--- config.mk ---
export PLATFORM = sky130hd
export DESIGN_NAME = pll_tune_bridge
export DESIGN_NICKNAME = d
export VERILOG_FILES = /design/src/rtl/pll_tune_pkg.sv /design/src/rtl/pll_tune_chanmap.sv /design/src/rtl/pll_tune_seq.sv /design/src/rtl/pll_tune_bridge.sv
export SDC_FILE = /design/constraint.sdc
export NUM_CORES = 1
export LEC_CHECK = 0
export ABC_AREA = 1
export BUFFER_PORTS_ARGS = -buffer_cell sky130_fd_sc_hd__buf_2
export CAP_MARGIN = 20
export CORE_UTILIZATION = 45
export CTS_BUF_LIST = sky130_fd_sc_hd__clkbuf_8
export CTS_CLUSTER_DIAMETER = 80
export CTS_CLUSTER_SIZE = 24
export DETAILED_ROUTE_END_ITERATION = 8
export PLACE_DENSITY = 0.72
export SYNTH_ARGS = -nofsm -noshare
export SYNTH_HDL_FRONTEND = slang
export SYNTH_SLANG_ARGS = --single-unit
--- constraint.sdc ---
create_clock -name clk -period 1.8 [get_ports clk]
set_input_delay 0.09 -clock clk [delete_from_list [all_inputs] [get_ports clk]]
set_output_delay 0.09 -clock clk [all_outputs]
set_load 0.02 [all_outputs]
--- src/rtl/pll_tune_pkg.sv ---
package pll_tune_pkg;
  localparam int CSR_AW = 7;
  localparam int CSR_DW = 16;
  localparam int CH_W   = 10;
  localparam int OFS_W  = 4;
  localparam int DAT_W  = 16;

  localparam logic [CSR_AW-1:0] A_CHAN = 7'h30;
  localparam logic [CSR_AW-1:0] A_CTRL = 7'h32;
  localparam logic [CSR_AW-1:0] A_OFS  = 7'h33;
  localparam logic [CSR_AW-1:0] A_DATA = 7'h34;

  localparam int TRIG_WR  = 0;
  localparam int TRIG_RD  = 1;
  localparam int ST_BUSY  = 8;
  localparam int ST_ERR   = 9;
  localparam int CAL_BIT  = 1;

  typedef enum logic [1:0] {SQ_IDLE, SQ_BUS, SQ_CAL} seq_st_t;
endpackage

--- src/rtl/pll_tune_chanmap.sv ---
module pll_tune_chanmap #(
  parameter int N_LOG  = 6,
  parameter int PORT_W = 2,
  parameter int CH_W   = 10,
  parameter logic [N_LOG*(PORT_W+1)-1:0] MAP_TABLE = '0
) (
  input  logic [CH_W-1:0]   chan,
  output logic              ok,
  output logic [PORT_W-1:0] port
);
  localparam int EW = PORT_W + 1;

  logic              ent_vld  [N_LOG];
  logic [PORT_W-1:0] ent_port [N_LOG];

  for (genvar g = 0; g < N_LOG; g++) begin : g_ent
    assign ent_vld[g]  = MAP_TABLE[g*EW+PORT_W];
    assign ent_port[g] = MAP_TABLE[g*EW +: PORT_W];
  end

  always_comb begin
    ok   = 1'b0;
    port = '0;
    for (int i = 0; i < N_LOG; i++) begin
      if (chan == CH_W'(i)) begin
        ok   = ent_vld[i];
        port = ent_port[i];
      end
    end
  end
endmodule

--- src/rtl/pll_tune_seq.sv ---
module pll_tune_seq
  import pll_tune_pkg::*;
#(
  parameter int PORT_W = 2
) (
  input  logic              clk,
  input  logic              rst,
  input  logic              go,
  input  logic              go_wr,
  input  logic              map_ok,
  input  logic [PORT_W-1:0] map_port,
  input  logic [OFS_W-1:0]  ofs,
  input  logic [DAT_W-1:0]  wdata,
  input  logic              be_ack,
  input  logic [DAT_W-1:0]  be_rdata,
  input  logic              cal_done,
  input  logic              cal_fail,
  output logic              busy,
  output logic              err,
  output logic              be_req,
  output logic              be_we,
  output logic [OFS_W-1:0]  be_ofs,
  output logic [DAT_W-1:0]  be_wdata,
  output logic [PORT_W-1:0] pll_sel,
  output logic              cal_start,
  output logic              rd_load,
  output logic [DAT_W-1:0]  rd_val,
  output logic              cal_end
);
  seq_st_t st;
  logic    is_cal;
  logic    cal_fin;

  assign is_cal  = go_wr && (ofs == '0) && wdata[CAL_BIT];
  assign cal_fin = cal_done || cal_fail;

  // Combinational hand-off to the register file: the data word updates
  // on the same edge that retires the operation.
  assign rd_load = (st == SQ_BUS) && be_ack && !be_we;
  assign rd_val  = be_rdata;
  assign cal_end = (st == SQ_CAL) && cal_fin;

  always_ff @(posedge clk) begin
    if (rst) begin
      st        <= SQ_IDLE;
      busy      <= 1'b0;
      err       <= 1'b0;
      be_req    <= 1'b0;
      be_we     <= 1'b0;
      be_ofs    <= '0;
      be_wdata  <= '0;
      pll_sel   <= '0;
      cal_start <= 1'b0;
    end else begin
      cal_start <= 1'b0;
      unique case (st)
        SQ_IDLE: begin
          if (go) begin
            if (!map_ok) begin
              err <= 1'b1;
            end else begin
              err      <= 1'b0;
              busy     <= 1'b1;
              pll_sel  <= map_port;
              be_ofs   <= ofs;
              be_wdata <= wdata;
              be_we    <= go_wr;
              if (is_cal) begin
                st        <= SQ_CAL;
                cal_start <= 1'b1;
              end else begin
                st     <= SQ_BUS;
                be_req <= 1'b1;
              end
            end
          end
        end
        SQ_BUS: begin
          if (be_ack) begin
            be_req <= 1'b0;
            busy   <= 1'b0;
            st     <= SQ_IDLE;
          end
        end
        SQ_CAL: begin
          if (cal_fin) begin
            busy <= 1'b0;
            err  <= cal_fail;
            st   <= SQ_IDLE;
          end
        end
        default: st <= SQ_IDLE;
      endcase
    end
  end
endmodule

--- src/rtl/pll_tune_bridge.sv ---
module pll_tune_bridge
  import pll_tune_pkg::*;
#(
  parameter int N_LOG  = 6,
  parameter int PORT_W = 2,
  parameter logic [N_LOG*(PORT_W+1)-1:0] MAP_TABLE = 18'b000_101_000_111_100_110
) (
  input  logic              clk,
  input  logic              rst,
  input  logic [CSR_AW-1:0] csr_addr,
  input  logic              csr_wr,
  input  logic [CSR_DW-1:0] csr_wdata,
  input  logic              csr_rd,
  output logic [CSR_DW-1:0] csr_rdata,
  output logic              be_req,
  output logic              be_we,
  output logic [OFS_W-1:0]  be_ofs,
  output logic [DAT_W-1:0]  be_wdata,
  input  logic [DAT_W-1:0]  be_rdata,
  input  logic              be_ack,
  output logic [PORT_W-1:0] pll_sel,
  output logic              cal_start,
  input  logic              cal_done,
  input  logic              cal_fail
);
  logic [CH_W-1:0]   chan_q;
  logic [OFS_W-1:0]  ofs_q;
  logic [DAT_W-1:0]  data_q;
  logic              busy_w, err_w;
  logic              map_ok_w;
  logic [PORT_W-1:0] map_port_w;
  logic              cmd_go_w, cmd_wr_w;
  logic              rd_load_w, cal_end_w;
  logic [DAT_W-1:0]  rd_val_w;
  logic              cfg_wr;
  logic [CSR_DW-1:0] rd_mux;

  assign cfg_wr   = csr_wr && !busy_w;
  assign cmd_go_w = csr_wr && (csr_addr == A_CTRL) &&
                    (csr_wdata[TRIG_WR] || csr_wdata[TRIG_RD]);
  assign cmd_wr_w = csr_wdata[TRIG_WR];

  pll_tune_chanmap #(
    .N_LOG(N_LOG), .PORT_W(PORT_W), .CH_W(CH_W), .MAP_TABLE(MAP_TABLE)
  ) u_map (
    .chan(chan_q), .ok(map_ok_w), .port(map_port_w)
  );

  pll_tune_seq #(.PORT_W(PORT_W)) u_seq (
    .clk(clk), .rst(rst),
    .go(cmd_go_w), .go_wr(cmd_wr_w),
    .map_ok(map_ok_w), .map_port(map_port_w),
    .ofs(ofs_q), .wdata(data_q),
    .be_ack(be_ack), .be_rdata(be_rdata),
    .cal_done(cal_done), .cal_fail(cal_fail),
    .busy(busy_w), .err(err_w),
    .be_req(be_req), .be_we(be_we), .be_ofs(be_ofs), .be_wdata(be_wdata),
    .pll_sel(pll_sel), .cal_start(cal_start),
    .rd_load(rd_load_w), .rd_val(rd_val_w), .cal_end(cal_end_w)
  );

  always_ff @(posedge clk) begin
    if (rst) begin
      chan_q <= '0;
      ofs_q  <= '0;
      data_q <= '0;
    end else begin
      if (cfg_wr && csr_addr == A_CHAN) chan_q <= csr_wdata[CH_W-1:0];
      if (cfg_wr && csr_addr == A_OFS)  ofs_q  <= csr_wdata[OFS_W-1:0];
      if (rd_load_w)
        data_q <= rd_val_w;
      else if (cal_end_w)
        data_q[CAL_BIT] <= 1'b0;
      else if (cfg_wr && csr_addr == A_DATA)
        data_q <= csr_wdata[DAT_W-1:0];
    end
  end

  always_comb begin
    rd_mux = '0;
    unique case (csr_addr)
      A_CHAN: rd_mux[CH_W-1:0]  = chan_q;
      A_OFS:  rd_mux[OFS_W-1:0] = ofs_q;
      A_DATA: rd_mux[DAT_W-1:0] = data_q;
      A_CTRL: begin
        rd_mux[ST_ERR]  = err_w;
        rd_mux[ST_BUSY] = busy_w;
      end
      default: rd_mux = '0;
    endcase
  end

  always_ff @(posedge clk) begin
    if (rst)         csr_rdata <= '0;
    else if (csr_rd) csr_rdata <= rd_mux;
  end
endmodule

==> out/qor.csv, run 1 <==
stage,metric,value,unit
grt,initial antenna violation count,0,
synth,synth top area cells,"dfxtp_1 (42%), nand2_1 (16%), nor2_1 (13%)",
placement,dpl cell area,4084,sq um
route,Detail Route Antenna Nets,0,
synth,syn avg cell area,6.497,sq um
route,Via-to-Cell Ratio,4.961,
floorplanning,Die Area,8242,sq um
floorplanning,die extent in x,90.79,um
clocking,Worst-Skew Late Latency,0.34,ns
final_layout,ratio of cells with drive above 1 in the final layout,20.47,%
worst_hold_path,HP Class,input pin to register,
setup_path,reg-to-reg setup timing slack,0.13,ns
floorplanning,# IOs,87,
grt,vias in the first global route,3405,
clocking,CTS Hold Bufs,0,
clocking,cts bufs inserted,9,
sta,Tcrit/Tclk final,92.98,%
route,routed wire length per instance,12.46,um
synth,Mapped Nets,596,
sta,Post-Route Setup TNS,0,ns
final_layout,synthesis-to-finish area growth,23.70,%
synth,post-synthesis cell count,546,
grt,largest net degree at the start of global routing,31,
route,vias,3681,
clocking,clock sink count,75,
floorplanning,die height,90.79,um
final_layout,final std cells w/o fill,742,
sta,fmax,0.5975,GHz
clocking,clock buffer depth,2,
synth,post-synth cell types,30,
placement,placed cell count,723,
power_and_ir_drop,Lkg Pwr,2.339,nW
final_layout,antenna diode count,0,
grt,Global Route Usage Sum,22.95,%
synth,share of Yosys cell area claimed by the top area cell type,42.33,%
floorplanning,Core Area,7687,sq um
setup_path,startpoint types,register,
sta,Max Slew Vio Count,0,
sta,Fin. Hold Viols,0,
clocking,Clock Root Buffer,clkbuf_8,
clocking,clk slew on worst S/H paths,0.08,ns
clocking,H-tree levels,3,
status,outcome,"finished, final reports clean",
synth,post-synthesis sequential area ratio,42.33,%
route,WL final,9249,um
route,initial DRC count,239,
synth,Syn Std Cell Area,3547,sq um
final_layout,Final #Nets,685,
synth,YS warnings,0,
floorplanning,Initial Util,46.14,%
sta,endpoints failing setup,0,
sta,skew final,0.009636,ns
sta,post-route minimum period,1.674,ns
placement,post-place setup slack,0.1135,ns
grt,GR Overflow Total,0,
route,Detailed Routing Iterations Pass 1,5,
setup_path,crit end category,register,
grt,first-pass GRT wire length,15330,um
flow_run,Max-cap violations,0,
setup_path,worst-path maximum fanout,8,
setup_path,critical path class,register to register,
final_layout,fin util,57.08,%
placement,I/O Buffers,86,
final_layout,fin area,4388,sq um
route,remaining routing DRC violations,0,
setup_path,WP data required,2.09,ns
clocking,CTS tree,yes,
power_and_ir_drop,Pwr Density,988.2,nW/um^2
synth,Synth Register Bits,75,
sta,Max-slew headroom,67.87,%
setup_path,critical path arrival,1.96,ns
placement,DP HPWL,6918,um
synth,post-synth top area cell,dfxtp_1,
floorplanning,FP Rows,32,
placement,GPL Wtd Cong,0.9601,
sta,Least-Margin Pin Slew,0.4819,ns
sta,Setup WS post-layout,0.1264,ns
sta,RSZ-0062 raised after global routing,no,
power_and_ir_drop,Max rail drop VDD,0.5713,mV
-- worst paths after layout --
path	start	end	cells after the start
worst max-delay path	u_seq.st[0]	data_q[15]	8
worst min-delay path	rst	csr_rdata[3]	2
worst max register to register	u_seq.st[0]	data_q[15]	8
worst min register to register	csr_rdata[0]	csr_rdata[0]	2
-- metrics by stage --
stage / total power, mW / hold WS, ns
2_1_floorplan: 2.413 / 0.2249
3_3_place_gp: 2.641 / 0.3720
3_5_place_dp: 2.660 / 0.3820
4_1_cts: 4.339 / 0.02882
5_1_grt: 4.559 / 0.03418
6_report: 4.336 / 0.03456
-- layer usage --
| layer | vias to the layer above | wire, um | GRT usage [%] |
|---|---|---|---|
| met5 | - | 0 | 0 |
| met2 | 147 | 4120 | 34.72 |
| met4 | 0 | 281 | 12.43 |
| li1 | 1861 | - | - |
| met3 | 30 | 551 | 3.704 |
| met1 | 1643 | 4296 | 31.19 |
-- flip-flops by register name, summed over array words and instances (netlist names) --
register	cells
chan_q	10
csr_rdata	16
u_seq.be_wdata	16
data_q	16
u_seq.be_we	1
u_seq.cal_start	1
u_seq.pll_sel	2
u_seq.busy	1
u_seq.be_ofs	4
ofs_q	4
u_seq.be_req	1
u_seq.st	2
u_seq.err	1
-- logic make-up after synthesis --
kind of cell / after synthesis / synth area share (%)
adder cells (fa/ha/maj): 4 / 1.411
AO/OA/AOI/OAI: 67 / 9.771
buffers and inverters: 83 / 9.841
AND/OR/NAND/NOR: 317 / 36.65
flip-flops: 75 / 42.33
-- cells in the final DEF (no fill, tap or decap), types with 9 or more instances in the layout --
master      n
inv_1      56
buf_4      13
nor2_1    120
buf_2      86
nand3_1    26
nand2_1   152
o21ai_0    35
dfxtp_1    75
clkbuf_8    9
a21oi_1    19
-- Yosys cell counts --
cell type,count
a21oi_1,19
a31oi_1,1
and2_1,1
buf_1,1
buf_2,6
buf_6,4
clkbuf_1,12
clkinv_1,1
dfxtp_1,75
ha_1,4
inv_1,55
inv_2,4
nand2_1,152
nand2_2,2
nand3_1,27
nand3_4,1
nand3b_1,2
nand4_1,2
nor2_1,120
nor2_2,2
nor2_4,1
nor3_1,1
nor3_2,1
nor3_4,1
nor4_1,1
o211ai_1,4
o21ai_0,36
o21ai_1,7
or2_0,1
or2_2,2
-- cell type report --
class                           instances  area (sq um)
Clock buffer                            9         123.9
Clock inverter                          7         140.1
Fill cell                             784          3299
Inverter                               60         225.2
Multi-Input combinational cell        388          1702
Sequential cell                        75          1501
Tap cell                              102         127.6
Timing Repair Buffer                  101         568.0
-- critical path, stage by stage (launching register included) --
cell     delay (ns)
dfxtp_1        0.38
inv_1          0.09
ha_1           0.25
o21ai_1        0.17
nand4_1        0.19
nand2_2        0.17
buf_4          0.19
o21ai_0        0.09
nor2_1         0.10
-- timing repair --
| action | CTS | global route |
|---|---|---|
| buffers inserted | 0 | 3 |
| setup endpoints to repair | 0 | 33 |
| endpoints found under the hold margin | 0 | 0 |
| resized for setup | 0 | 2 |
-- where the power goes --
group	switching (mW)	total, mW	internal, mW
Clock	0.629	1.69	1.06
Sequential	0.103	1.89	1.78
Combinational	0.486	0.760	0.274
(Power assumes the default switching activity.)
==> inputs of run 2 (changes only) <==
--- a/config.mk
+++ b/config.mk
@@ -8,6 +8,7 @@
 export ABC_AREA = 1
 export BUFFER_PORTS_ARGS = -buffer_cell sky130_fd_sc_hd__buf_2
 export CAP_MARGIN = 20
+export CORE_ASPECT_RATIO = 2
 export CORE_UTILIZATION = 45
 export CTS_BUF_LIST = sky130_fd_sc_hd__clkbuf_8
 export CTS_CLUSTER_DIAMETER = 80
==> run 2 against run 1 <==
Against the previous run: worst hold slack got worse by 0.015 ns; register-to-register slack better by 0.05 ns; non-clock buffer count fell by 3; clock power fell by 22%; cell count decreased by 1.5%; combinational power decreased by 2%; sequential share of layout area up 0.84 points; total power fell by 8.2%; core utilization decreased by 0.73 points; critical endpoint is now data_q[12]; highest routed layer unchanged.
==> out/qor.csv, run 2 (synthesized netlist as in run 1, its figures left out) <==
stage,metric,value,unit
grt,vias in the first global route,3433,
power_and_ir_drop,Lkg Pwr,2.296,nW
route,Detailed Routing Iterations Pass 1,4,
sta,post-route minimum period,1.624,ns
power_and_ir_drop,Switching Power,1.217,mW
setup_path,crit path cell chain,inv_1 > ha_1 > o21ai_1 > nand4_1 > nand2_4 > inv_2 > nor2_1 > nor2_1,
route,remaining routing DRC violations,0,
floorplanning,Core Area,7601,sq um
clocking,H-tree levels,3,
sta,Max Slew Vio Count,0,
final_layout,synthesis-to-finish area growth,20.74,%
worst_hold_path,Hold Path Sink,chan_q[6],
grt,Global Route Usage Sum,24.81,%
clocking,CTS tree,yes,
setup_path,crit end category,register,
clocking,Worst-Skew Late Latency,0.35,ns
power_and_ir_drop,Flop pwr share,48.0,%
placement,post-place setup slack,0.1462,ns
route,Detail Route Antenna Nets,0,
setup_path,Worst path max stage delay,0.36,ns
floorplanning,FP Rows,45,
route,WL final,9612,um
setup_path,critical path class,register to register,
clocking,clock sink count,75,
power_and_ir_drop,Pwr Density,929.3,nW/um^2
setup_path,Critical Path Start,u_seq.st[0],
floorplanning,Initial Util,46.67,%
sta,Setup WS post-layout,0.1761,ns
setup_path,Slowest cell on crit path,dfxtp_1,
sta,Least-Margin Pin Slew,0.4659,ns
clocking,clock buffer depth,2,
final_layout,ratio of cells with drive above 1 in the final layout,19.94,%
sta,fmax,0.6158,GHz
setup_path,critical path arrival,1.87,ns
setup_path,"delay-heaviest family, CP",simple AND/OR/NAND/NOR gates,
sta,skew final,0.009104,ns
sta,hold slack,0.01971,ns
floorplanning,Die Area,8263,sq um
placement,DP HPWL,7339,um
placement,I/O Buffers,86,
setup_path,worst reg2reg endpoint,data_q[12],
power_and_ir_drop,Max rail drop VDD,0.5411,mV
setup_path,worst r2r src,u_seq.st[0],
power_and_ir_drop,clock power share,33.3,%
final_layout,most frequent cells in the layout,"nand2_1 (152), nor2_1 (120), buf_2 (86), dfxtp_1 (75), inv_1 (56)",
route,Via-to-Cell Ratio,4.959,
flow_run,Max-cap violations,0,
setup_path,Reg2Reg Depth,8,
sta,endpoints failing setup,0,
final_layout,"commonest non-fill, non-tap cell in the layout",nand2_1,
floorplanning,# IOs,87,
setup_path,reg-to-reg setup timing slack,0.18,ns
route,routed wire length per instance,13.15,um
grt,initial antenna violation count,0,
power_and_ir_drop,switching portion of total power,30.57,%
setup_path,worst-path maximum fanout,15,
setup_path,startpoint types,register,
route,vias,3625,
status,outcome,"finished, final reports clean",
sta,Fin. Hold Viols,0,
final_layout,antenna diode count,0,
final_layout,biggest regs,"csr_rdata (16), data_q (16), u_seq.be_wdata (16)",
setup_path,WP data required,2.04,ns
worst_hold_path,Hold Crit Depth,3,
worst_hold_path,hold path start,csr_wdata[6],
setup_path,most frequent cell on the critical path,nor2_1,
grt,GR Overflow Total,0,
sta,Tcrit/Tclk final,90.22,%
power_and_ir_drop,logic gate share of total power,18.8,%
clocking,cts bufs inserted,9,
clocking,CTS Hold Bufs,0,
setup_path,worst path bufs/invs,2,
worst_hold_path,HP Class,input pin to register,
clocking,clk slew on worst S/H paths,0.08,ns
route,initial DRC count,141,
final_layout,Final #Nets,682,
floorplanning,die extent in x,64.78,um
sta,Max-slew headroom,68.61,%
grt,largest net degree at the start of global routing,68,
placement,GPL Wtd Cong,0.9029,
sta,Post-Route Setup TNS,0,ns
floorplanning,die height,127.6,um
power_and_ir_drop,Int Pwr,2.763,mW
clocking,Clock Root Buffer,clkbuf_8,
grt,first-pass GRT wire length,15480,um
## run 2: cell count changes in the layout (fill, tap and decap cells not counted), sizes merged
cell	previous run	this run
buf	101	98
clkinvlp	1	0
bufinv	4	1
inv	61	60
clkbuf	9	11
clkinv	1	4
## run 2: layout make-up
type	instances	area [sq um]
inverters	60	225.2
repair buffers	98	533.0
clock buffers	11	151.4
well taps	94	117.6
multi-input cells	388	1702
fillers	800	3318
flip-flops and latches	75	1501
clock inverters	5	52.55
## run 2: through the flow
| stage | std cells | cell area [sq um] | utilization, % | power [mW] |
|---|---|---|---|---|
| after floorplan | 546 | 3547 | - | 2.413 |
| after global placement | 713 | 4059 | 53.40 | 2.660 |
| after detailed placement | 713 | 4059 | 53.40 | 2.676 |
| after CTS | 729 | 4263 | 56.08 | 3.983 |
| after global routing | 731 | 4283 | 56.35 | 4.177 |
| final | 731 | 4283 | 56.35 | 3.980 |
## run 2: per-layer routing
| metal | vias up | GRT usage (%) | routed length [um] |
|---|---|---|---|
| met4 | 0 | 19.48 | 666 |
| met2 | 106 | 43.75 | 5052 |
| met3 | 47 | 5.179 | 402 |
| li1 | 1855 | - | - |
| met5 | - | 0 | 0 |
| met1 | 1617 | 24.20 | 3490 |
## run 2: power groups by stage
stage               Combinational (mW)  Sequential, mW  Clock (mW)
CTS                              0.734            1.91        1.34
finish                           0.748            1.91        1.32
global placement                 0.716            1.94           0
global route                     0.845            1.92        1.41
detailed placement               0.730            1.95           0
floorplan                        0.504            1.91           0
## run 2: worst min-delay path: cells and delay by family
family / cells / cell delay, ns
compound gates: 1 / 0.08
simple gates: 1 / 0.07
buf+inv: 1 / 0.10
## run 2: how the worst max path moves through the flow
| stage | to | slack [ns] | depth (start not counted) |
|---|---|---|---|
| floorplan | data_q[5] | 0.29 | 9 |
| global placement | u_seq.be_wdata[2] | 0.24 | 8 |
| detailed placement | data_q[13] | 0.15 | 8 |
| CTS | data_q[13] | 0.13 | 8 |
| global route | data_q[12] | -0.009 | 8 |
| finish | data_q[12] | 0.18 | 8 |
## run 2: what timing repair did
item / CTS / global route
buffers inserted: 0 / 2
hold endpoints to repair: 0 / 0
setup endpoints to repair: 0 / 15
gates resized for setup: 0 / 2
